<file path="config.mk">
export PLATFORM = sky130hd
export DESIGN_NAME = flash_cmd_front
export DESIGN_NICKNAME = d
export VERILOG_FILES = /design/src/rtl/flash_cmd_pkg.sv /design/src/rtl/fcf_sfr_decode.sv /design/src/rtl/fcf_engine.sv /design/src/rtl/flash_cmd_front.sv
export SDC_FILE = /design/constraint.sdc
export NUM_CORES = 1
export LEC_CHECK = 0
export BUFFER_PORTS_ARGS = -buffer_cell sky130_fd_sc_hd__buf_2
export CAP_MARGIN = 10
export CORE_MARGIN = 4
export CORE_UTILIZATION = 40
export DETAILED_ROUTE_END_ITERATION = 12
export HOLD_SLACK_MARGIN = 0.02
export PLACE_DENSITY = 0.7
export SKIP_CTS_REPAIR_TIMING = 1
export SLEW_MARGIN = 20
export SYNTH_ARGS = -nofsm -noshare
export SYNTH_HDL_FRONTEND = slang
export SYNTH_HIERARCHICAL = 1
export SYNTH_SLANG_ARGS = --single-unit
</file>
<file path="constraint.sdc">
create_clock -name clk -period 1.8 [get_ports clk]
set_input_delay 0.09 -clock clk [delete_from_list [all_inputs] [get_ports clk]]
set_output_delay 0.09 -clock clk [all_outputs]
set_load 0.02 [all_outputs]
</file>
<file path="src/rtl/flash_cmd_pkg.sv">
package flash_cmd_pkg;

    typedef enum logic [1:0] {
        FOP_NONE = 2'd0,
        FOP_PAGE = 2'd1,
        FOP_MASS = 2'd2,
        FOP_PROG = 2'd3
    } fop_e;

    localparam int CTL_PWE    = 0;
    localparam int CTL_MEEN   = 1;
    localparam int CTL_SEC    = 6;
    localparam int CTL_ERRCLR = 7;

    localparam logic [7:0] KEY_PAGE = 8'h55;
    localparam logic [7:0] KEY_MASS = 8'hAA;

    typedef enum logic [1:0] {
        RSEL_NONE  = 2'd0,
        RSEL_CMD   = 2'd1,
        RSEL_PAGE  = 2'd2,
        RSEL_CTL   = 2'd3
    } rsel_e;

endpackage

</file>
<file path="src/rtl/fcf_sfr_decode.sv">
module fcf_sfr_decode
    import flash_cmd_pkg::*;
#(
    parameter logic [7:0] CMD_ADR  = 8'h94,
    parameter logic [7:0] PAGE_ADR = 8'hB7,
    parameter logic [7:0] CTL_ADR  = 8'hB2
) (
    input  logic [7:0] addr,
    input  logic       wr,
    output logic       wr_cmd,
    output logic       wr_page,
    output logic       wr_ctl,
    output rsel_e      rsel
);

    always_comb begin
        rsel = RSEL_NONE;
        if (addr == CMD_ADR)  rsel = RSEL_CMD;
        if (addr == PAGE_ADR) rsel = RSEL_PAGE;
        if (addr == CTL_ADR)  rsel = RSEL_CTL;
    end

    assign wr_cmd  = wr && (rsel == RSEL_CMD);
    assign wr_page = wr && (rsel == RSEL_PAGE);
    assign wr_ctl  = wr && (rsel == RSEL_CTL);

endmodule

</file>
<file path="src/rtl/fcf_engine.sv">
module fcf_engine
    import flash_cmd_pkg::*;
#(
    parameter int ADDR_W     = 16,
    parameter int PAGE_W     = 7,
    parameter int PAGE_SHIFT = 9
) (
    input  logic              clk,
    input  logic              rst_n,
    input  logic              wr_cmd,
    input  logic              wr_page,
    input  logic              wr_ctl,
    input  logic [7:0]        wdata,
    input  logic              irq_en,
    input  logic              dbg_en,
    input  logic              st_valid,
    input  logic [ADDR_W-1:0] st_addr,
    input  logic [7:0]        st_data,
    input  logic              fl_ack,
    output logic              fl_req,
    output fop_e              fl_op,
    output logic [ADDR_W-1:0] fl_addr,
    output logic [7:0]        fl_wdata,
    output logic [PAGE_W-1:0] page,
    output logic              pwe,
    output logic              meen,
    output logic              secure,
    output logic              err
);

    typedef struct packed {
        logic              req;
        fop_e              op;
        logic [ADDR_W-1:0] addr;
        logic [7:0]        data;
        logic [PAGE_W-1:0] page;
        logic              pg_armed;
        logic              pwe;
        logic              meen;
        logic              secure;
        logic              err;
    } eng_st_t;

    eng_st_t st_d, st_q;
    logic    busy;
    logic    cmd_started;

    always_comb begin
        st_d        = st_q;
        busy        = st_q.req;
        cmd_started = 1'b0;

        if (st_q.req && fl_ack) begin
            st_d.req = 1'b0;
        end

        if (wr_page) begin
            st_d.page     = wdata[7:1];
            st_d.pg_armed = 1'b1;
        end

        if (wr_ctl) begin
            if (!irq_en) begin
                st_d.pwe = wdata[CTL_PWE];
            end
            st_d.meen   = wdata[CTL_MEEN];
            st_d.secure = st_q.secure | wdata[CTL_SEC];
            if (wdata[CTL_ERRCLR]) begin
                st_d.err = 1'b0;
            end
        end

        if (wr_cmd && !busy) begin
            if (wdata == KEY_PAGE) begin
                if (st_q.pg_armed) begin
                    st_d.req      = 1'b1;
                    st_d.op       = FOP_PAGE;
                    st_d.addr     = ADDR_W'(st_q.page) << PAGE_SHIFT;
                    st_d.data     = '0;
                    st_d.pg_armed = 1'b0;
                    cmd_started   = 1'b1;
                end else begin
                    st_d.err = 1'b1;
                end
            end else if (wdata == KEY_MASS) begin
                if (st_q.meen && dbg_en) begin
                    st_d.req    = 1'b1;
                    st_d.op     = FOP_MASS;
                    st_d.addr   = '0;
                    st_d.data   = '0;
                    st_d.meen   = 1'b0;
                    cmd_started = 1'b1;
                end else begin
                    st_d.err = 1'b1;
                end
            end
        end

        if (st_valid && st_q.pwe && !busy && !cmd_started) begin
            st_d.req  = 1'b1;
            st_d.op   = FOP_PROG;
            st_d.addr = st_addr;
            st_d.data = st_data;
            st_d.pwe  = 1'b0;
        end
    end

    always_ff @(posedge clk or negedge rst_n) begin
        if (!rst_n) begin
            st_q <= '{req: 1'b0, op: FOP_NONE, default: '0};
        end else begin
            st_q <= st_d;
        end
    end

    assign fl_req   = st_q.req;
    assign fl_op    = st_q.op;
    assign fl_addr  = st_q.addr;
    assign fl_wdata = st_q.data;
    assign page     = st_q.page;
    assign pwe      = st_q.pwe;
    assign meen     = st_q.meen;
    assign secure   = st_q.secure;
    assign err      = st_q.err;

endmodule

</file>
<file path="src/rtl/flash_cmd_front.sv">
module flash_cmd_front
    import flash_cmd_pkg::*;
#(
    parameter int         ADDR_W     = 16,
    parameter int         PAGE_SHIFT = 9,
    parameter logic [7:0] CMD_ADR    = 8'h94,
    parameter logic [7:0] PAGE_ADR   = 8'hB7,
    parameter logic [7:0] CTL_ADR    = 8'hB2
) (
    input  logic              clk,
    input  logic              rst_n,
    input  logic              sfr_wr,
    input  logic [7:0]        sfr_addr,
    input  logic [7:0]        sfr_wdata,
    output logic [7:0]        sfr_rdata,
    input  logic              irq_en,
    input  logic              dbg_en,
    input  logic              st_valid,
    input  logic [ADDR_W-1:0] st_addr,
    input  logic [7:0]        st_data,
    output logic              xram_we,
    output logic [ADDR_W-1:0] xram_addr,
    output logic [7:0]        xram_wdata,
    output logic              fl_req,
    output logic [1:0]        fl_op,
    output logic [ADDR_W-1:0] fl_addr,
    output logic [7:0]        fl_wdata,
    input  logic              fl_ack,
    output logic              busy_o,
    output logic              secure_o,
    output logic              err_o
);

    localparam int PAGE_W = 7;

    logic              wr_cmd, wr_page, wr_ctl;
    rsel_e             rsel;
    fop_e              op_w;
    logic [PAGE_W-1:0] page_w;
    logic              pwe_w, meen_w, sec_w, err_w;

    fcf_sfr_decode #(
        .CMD_ADR  (CMD_ADR),
        .PAGE_ADR (PAGE_ADR),
        .CTL_ADR  (CTL_ADR)
    ) u_dec (
        .addr    (sfr_addr),
        .wr      (sfr_wr),
        .wr_cmd  (wr_cmd),
        .wr_page (wr_page),
        .wr_ctl  (wr_ctl),
        .rsel    (rsel)
    );

    fcf_engine #(
        .ADDR_W     (ADDR_W),
        .PAGE_W     (PAGE_W),
        .PAGE_SHIFT (PAGE_SHIFT)
    ) u_eng (
        .clk      (clk),
        .rst_n    (rst_n),
        .wr_cmd   (wr_cmd),
        .wr_page  (wr_page),
        .wr_ctl   (wr_ctl),
        .wdata    (sfr_wdata),
        .irq_en   (irq_en),
        .dbg_en   (dbg_en),
        .st_valid (st_valid),
        .st_addr  (st_addr),
        .st_data  (st_data),
        .fl_ack   (fl_ack),
        .fl_req   (fl_req),
        .fl_op    (op_w),
        .fl_addr  (fl_addr),
        .fl_wdata (fl_wdata),
        .page     (page_w),
        .pwe      (pwe_w),
        .meen     (meen_w),
        .secure   (sec_w),
        .err      (err_w)
    );

    always_comb begin
        unique case (rsel)
            RSEL_PAGE: sfr_rdata = {page_w, 1'b0};
            RSEL_CTL:  sfr_rdata = {err_w, sec_w, 4'b0000, meen_w, pwe_w};
            default:   sfr_rdata = 8'h00;
        endcase
    end

    assign xram_we    = st_valid && !pwe_w;
    assign xram_addr  = st_addr;
    assign xram_wdata = st_data;
    assign fl_op      = op_w;
    assign busy_o     = fl_req;
    assign secure_o   = sec_w;
    assign err_o      = err_w;

endmodule

</file>
==> results by group, run 1 <==
Timing
  • Peak Freq: 616 MHz
  • Final Skew: 0.0101 ns
  • Final-report hold violation count: 0
  • Fin crit period: 1.62 ns
  • Max Slew Vio Count: 0
  • Tcrit/Tclk final: 0.901
  • Slew headroom: 0.423
  • RSZ-0062 raised after global routing: false
  • Setup TNS: 0 ns
  • Final setup viols: 0
  • Measured slew at the worst slew-check pin: between 0.8 and 0.9 ns

Die
  • Io pins: 110
  • Die Width: 85.2 µm
  • Die area: around 7300 µm²
  • Rows: 27
  • Die Y: 85.2 µm
  • Starting Density: 0.422
  • Core area: approximately 5600 µm²

Outcome
  • Status: finished clean

Place
  • RePlAce Congestion: 0.876
  • I/O Buffers: 109
  • Placed cell count: around 370
  • Hpwl dp: 4.18 mm

Routing
  • Drt drc: 0
  • Drt wl/cell: roughly 14 µm
  • Final WL: 5.36 mm
  • Detailed Routing Iterations Pass 1: 4
  • Iter 0 DRT Violations: 66
  • Post-route ant nets: 0
  • Via Count: 1768
  • DR vias/cell: between 4 and 5

Yosys
  • Syn nets: 291
  • Post-synthesis sequential area ratio: 0.409
  • Synth unique cells: 36
  • Cells after synthesis: 244
  • Seq cells post-synth: 39
  • EDFF count, synth: 0
  • YS warnings: 6
  • Main synth FF type: dfrtp_1
  • Async SR Flop Fraction: 1.00
  • Syn avg cell area: 9.77 µm²
  • Mapped cell area: 2380 µm²

Critical path
  • CP Launch Type: flip-flop
  • CP max FO: 13
  • Arrival time at the worst endpoint: 1.79 ns
  • Crit. End Element: flip-flop
  • Crit Path Category: reg2reg
  • WP data required: 1.97 ns

Power
  • Sw power: 0.000719 W
  • Max IR drop VDD: 0.479 mV
  • Clock group share of total power: 0.310
  • Seq pwr share: 0.441
  • Comb pwr share: 0.249
  • Internal power: 0.00168 W
  • Sw frac: 0.300
  • Power Density: 871 nW/µm²
  • Lkg Pwr: 1.48 nW

Flow run
  • MaxCap Viol Count: 0

Cells and area
  • Fraction of layout cells with a size suffix above 1: 0.526
  • Final nets: 350
  • Finished Layout Cells: 376
  • Antenna cell count: 0
  • Synth-to-layout area growth: 15.4%

Global routing
  • Met2 Use GR: 0.256
  • Largest net degree at the start of global routing: 40
  • Total track usage: 0.149
  • Initial antenna violation count: 0
  • GRT met3 Usage: 0.0252
  • GR Overflow Total: 0
  • Vias in the first global route: ~1700
  • Met1 usage: 0.192
  • First-pass GRT wire length: 8.74 mm
  • Most Crowded Layer GR: met2

CTS
  • Root Driver: clkbuf_8
  • Total CTS buffers: 5
  • Clock-pin slew on the worst setup and hold paths: 0.08 ns
  • Max Root-Sink Buffers: 2
  • Clk Latency, worst-skew pair: 0.29 ns
  • CTS H-tree depth: 2
  • Clk sink count: 39
  • CTS tree: built

Hold path
  • Worst hold path class: in2reg
==> metrics by stage <==
stage | hold slack (ns) | setup slack (ns) | total power, W | instance area (µm²) | utilization
floorplan | -0.206 | 0.180 | 0.00162 | 2380 | -
global placement | 0.243 | 0.172 | 0.00166 | 2620 | 0.465
detailed placement | 0.251 | 0.113 | 0.00168 | 2620 | 0.465
CTS | -0.0632 | 0.167 | 0.00243 | 2740 | 0.486
global route | 0.0348 | 0.0943 | 0.00253 | 2750 | 0.487
finish | 0.0422 | 0.178 | 0.00239 | 2750 | 0.487
==> power groups by stage <==
stage          sequential [W]  combinational (W)  clock [W]
2_1_floorplan         0.00106           0.000554          0
3_3_place_gp          0.00107           0.000594          0
3_5_place_dp          0.00107           0.000607          0
4_1_cts               0.00106           0.000606   0.000771
5_1_grt               0.00107           0.000647   0.000811
6_report              0.00106           0.000597   0.000742
==> sequential cells by signal, indices dropped and copies added, names as in the netlist <==
signal	count
u_eng/err	1
u_eng/fl_addr	16
u_eng/fl_op	2
u_eng/fl_req	1
u_eng/fl_wdata	8
u_eng/meen	1
u_eng/page	7
u_eng/pwe	1
u_eng/secure	1
u_eng/st_q	1
==> per-layer routing <==
metal  part of all wire  up-vias  routed length [µm]
li1                   -      870                   -
met1               0.43      829                2280
met2               0.51       65                2730
met3              0.057        4                 305
met4             0.0082        0                  44
met5                  0        -                   0
==> cells in the mapped netlist (4+ instances only) <==
cell      count  area (µm²)
nor2_1        7        26.3
nor2b_1       6        37.5
clkbuf_1      6        22.5
and2_1        5        31.3
nand2_1      46         173
buf_4        58         435
mux2i_1      12         120
o21ai_0       4        20.0
nor3_1        4        20.0
a21oi_2      17         149
dfrtp_1      39         976
mux2_2        7        78.8
==> cell families (layout without fill, tap and decap cells) <==
family | Yosys count | count (layout) | share of synthesized area
AO/OA/AOI/OAI | 31 | 31 | 0.107
multiplexers | 19 | 19 | 0.0835
XOR/XNOR | 1 | 1 | 0.00368
buffers and inverters | 69 | 129 | 0.210
AND/OR/NAND/NOR | 85 | 85 | 0.187
flip-flops | 39 | 39 | 0.409
==> path summary, 6_finish.rpt <==
path / from / to / slack (ns) / cells after the start
min reg2reg: u_eng/secure / u_eng/secure / 0.49 / 1
max reg2reg: u_eng/meen / u_eng/fl_req / 0.18 / 5
min in group asynchronous: rst_n / u_eng/fl_addr[6] / 0.46 / 2
min: st_addr[7] / u_eng/fl_addr[7] / 0.04 / 3
max in group asynchronous: rst_n / u_eng/secure / 0.80 / 2
max: u_eng/meen / u_eng/fl_req / 0.18 / 5
==> area by class of cell <==
type	count	area (µm²)
multi-input cells	136	907
well taps	72	90.1
fillers	565	2890
inverters	1	3.75
clock buffers	6	82.6
clock inverters	2	35.0
flip-flops and latches	39	976
repair buffers	120	656
==> cell usage in the layout (no fill, tap or decap), types with 4 or more instances in the layout <==
cell	instances
buf_2	109
nand2_1	46
dfrtp_1	39
a21oi_2	17
mux2i_1	12
buf_4	8
nor2_1	7
mux2_2	7
nor2b_1	6
clkbuf_8	6
and2_1	5
nor3_1	4
o21ai_0	4
==> critical path, cell delays in order, from the launching register on <==
cell and delay [ns]:
dfrtp_1 0.40, and2_1 0.18, and4_4 0.21, or2_1 0.28, buf_12 0.18, a211o_1 0.26
Note: power is estimated with default switching activity, not from simulation.
==> inputs of run 2 (changes only) <==
Settings changed: MAX_ROUTING_LAYER from default to met4.
==> run 2 against run 1 <==
Critical path depth unchanged. Flip-flop and latch count unchanged. Combinational power about the same. First-iteration DRC count is 11% higher. Hold slack better by 0.00053 ns. Global-route usage up 0.51 points. Clock power barely moved. Sequential share of layout area unchanged. Setup slack got worse by 0.0045 ns. Maximum frequency down 0.28%. Critical path type unchanged. Largest power group unchanged. Highest routed layer unchanged.
==> results by group, run 2 (synthesis gave the netlist of run 1 again) <==
Critical path
  • Crit. End Element: flip-flop
  • Crit Path Category: reg2reg
  • Arrival time at the worst endpoint: 1.79 ns (about the same)
  • Critical-path cell list: and2_1, and4_4, or2_1, buf_12, a211o_1
  • Slowest cell on crit path: dfrtp_1
  • CP Launch Type: flip-flop
  • WP data required: 1.97 ns (about the same)
  • CP max FO: 13 (unchanged)
  • Worst stage delay on the critical path: 0.40 ns (about the same)

Die
  • Core area: 5640 µm² (unchanged)
  • Die area: 7260 µm² (unchanged)
  • Rows: 27 (unchanged)
  • Die Y: 85.2 µm (unchanged)
  • Die Width: 85.2 µm (unchanged)
  • Starting Density: 0.422 (unchanged)
  • Io pins: 110 (unchanged)

Timing
  • Fin crit period: 1.63 ns (+0.00452 ns)
  • Final worst slack: 0.173 ns (-0.00452 ns)
  • Peak Freq: 615 MHz (-0.28%)
  • Final-report hold violation count: 0 (unchanged)
  • RSZ-0062 raised after global routing: false
  • Final setup viols: 0 (unchanged)
  • Max Slew Vio Count: 0 (unchanged)
  • Tcrit/Tclk final: 0.904 (+0.00251)
  • Slew headroom: 0.421 (-0.00166)
  • Final Skew: 0.00966 ns (-0.000400 ns)
  • Measured slew at the worst slew-check pin: 0.868 ns (+0.00249 ns)
  • Setup TNS: 0 ns (unchanged)
  • Worst hold slack: 0.0428 ns (+0.000534 ns)

Global routing
  • GR Overflow Total: 0 (unchanged)
  • Initial antenna violation count: 0 (unchanged)
  • Met1 usage: 0.192 (+0.000607)
  • Met2 Use GR: 0.256 (-0.000706)
  • Most Crowded Layer GR: met2
  • Vias in the first global route: 1731 (-0.35%)
  • Largest net degree at the start of global routing: 40 (unchanged)
  • Total track usage: 0.155 (+0.00509)
  • First-pass GRT wire length: 8.74 mm (unchanged)
  • GRT met3 Usage: 0.0311 (+0.00583)

Cells and area
  • Final nets: 350 (unchanged)
  • Fillcell total: 565 (unchanged)
  • Fraction of layout cells with a size suffix above 1: 0.526 (unchanged)
  • Largest register FFs: 16 (unchanged)
  • Antenna cell count: 0 (unchanged)
  • Synth-to-layout area growth: 15.4% (unchanged)
  • Finished Layout Cells: 376 (unchanged)
  • Commonest non-fill, non-tap cells in the layout: buf_2, nand2_1, dfrtp_1
  • Leading cell type in the layout, fill and taps excluded: buf_2

Routing
  • Via Count: 1767 (-0.057%)
  • Final WL: 5.38 mm (+0.35%)
  • Drt drc: 0 (unchanged)
  • Post-route ant nets: 0 (unchanged)
  • Iter 0 DRT Violations: 73 (+11%)
  • Drt wl/cell: 14.3 µm (+0.35%)
  • DR vias/cell: 4.70 (about the same)
  • Detailed Routing Iterations Pass 1: 4 (unchanged)

Place
  • DP Worst Slack: 0.113 ns (unchanged)
  • RePlAce Congestion: 0.890 (+1.7%)
  • I/O Buffers: 109 (unchanged)
  • Hpwl dp: 4.18 mm (unchanged)
  • Placed cell count: 367 (unchanged)

CTS
  • Clk sink count: 39 (unchanged)
  • Max Root-Sink Buffers: 2 (unchanged)
  • Total CTS buffers: 5 (unchanged)
  • CTS tree: built
  • Clock-pin slew on the worst setup and hold paths: 0.08 ns (about the same)
  • Clk Latency, worst-skew pair: 0.29 ns (about the same)
  • Root Driver: clkbuf_8
  • CTS H-tree depth: 2 (unchanged)

Hold path
  • Worst hold path class: in2reg

Power
  • Power Density: 870 nW/µm² (about the same)
  • Max IR drop VDD: 0.479 mV (about the same)
  • Lkg Pwr: 1.48 nW (unchanged)

Outcome
  • Status: finished clean

Flow run
  • MaxCap Viol Count: 0 (unchanged)
## run 2: cell counts in the layout (fill, tap and decap cells not counted)
No cell type changed its count.
## run 2: per-stage QoR
stage	power, W	utilization	instance area, µm²
5_1_grt	0.00253	0.487	2750
3_3_place_gp	0.00166	0.465	2620
2_1_floorplan	0.00162	-	2380
4_1_cts	0.00243	0.486	2740
3_5_place_dp	0.00168	0.465	2620
6_report	0.00239	0.487	2750
## run 2: worst paths after layout
| kind | start | cells after the start | slack, ns | end |
|---|---|---|---|---|
| worst min register to register | u_eng/secure | 1 | 0.49 | u_eng/secure |
| worst max register to register | u_eng/meen | 5 | 0.17 | u_eng/fl_req |
| max in group asynchronous | rst_n | 2 | 0.80 | u_eng/secure |
| worst min-delay path | st_addr[8] | 3 | 0.04 | u_eng/fl_addr[8] |
| min in group asynchronous | rst_n | 2 | 0.46 | u_eng/fl_addr[2] |
| worst max-delay path | u_eng/meen | 5 | 0.17 | u_eng/fl_req |
## run 2: power by group
part | switching, W | leakage (nW) | internal, W
registers | 0.0000619 | 0.530 | 0.000994
clock network | 0.000292 | 0.0612 | 0.000448
logic | 0.000364 | 0.891 | 0.000233
## run 2: worst max-delay path, delay by kind of cell (launching register included)
| family | cells | cell delay, ns |
|---|---|---|
| simple gates | 3 | 0.67 |
| flops | 1 | 0.40 |
| compound gates | 1 | 0.26 |
| buf+inv | 1 | 0.18 |
## run 2: metal layers
layer,wire length (µm),part of all wire
met1,2280,0.42
met2,2740,0.51
met3,307,0.057
met4,46,0.0085
met5,0,0
## run 2: area by class of cell
cell class / count / area [µm²] / area share
inverter: 1 / 3.75 / 0.00136
multi-input combinational: 136 / 907 / 0.330
sequential: 39 / 976 / 0.355
tap: 72 / 90.1 / 0.0328
clock buffer: 6 / 82.6 / 0.0300
timing repair buffer: 120 / 656 / 0.238
clock inverter: 2 / 35.0 / 0.0127
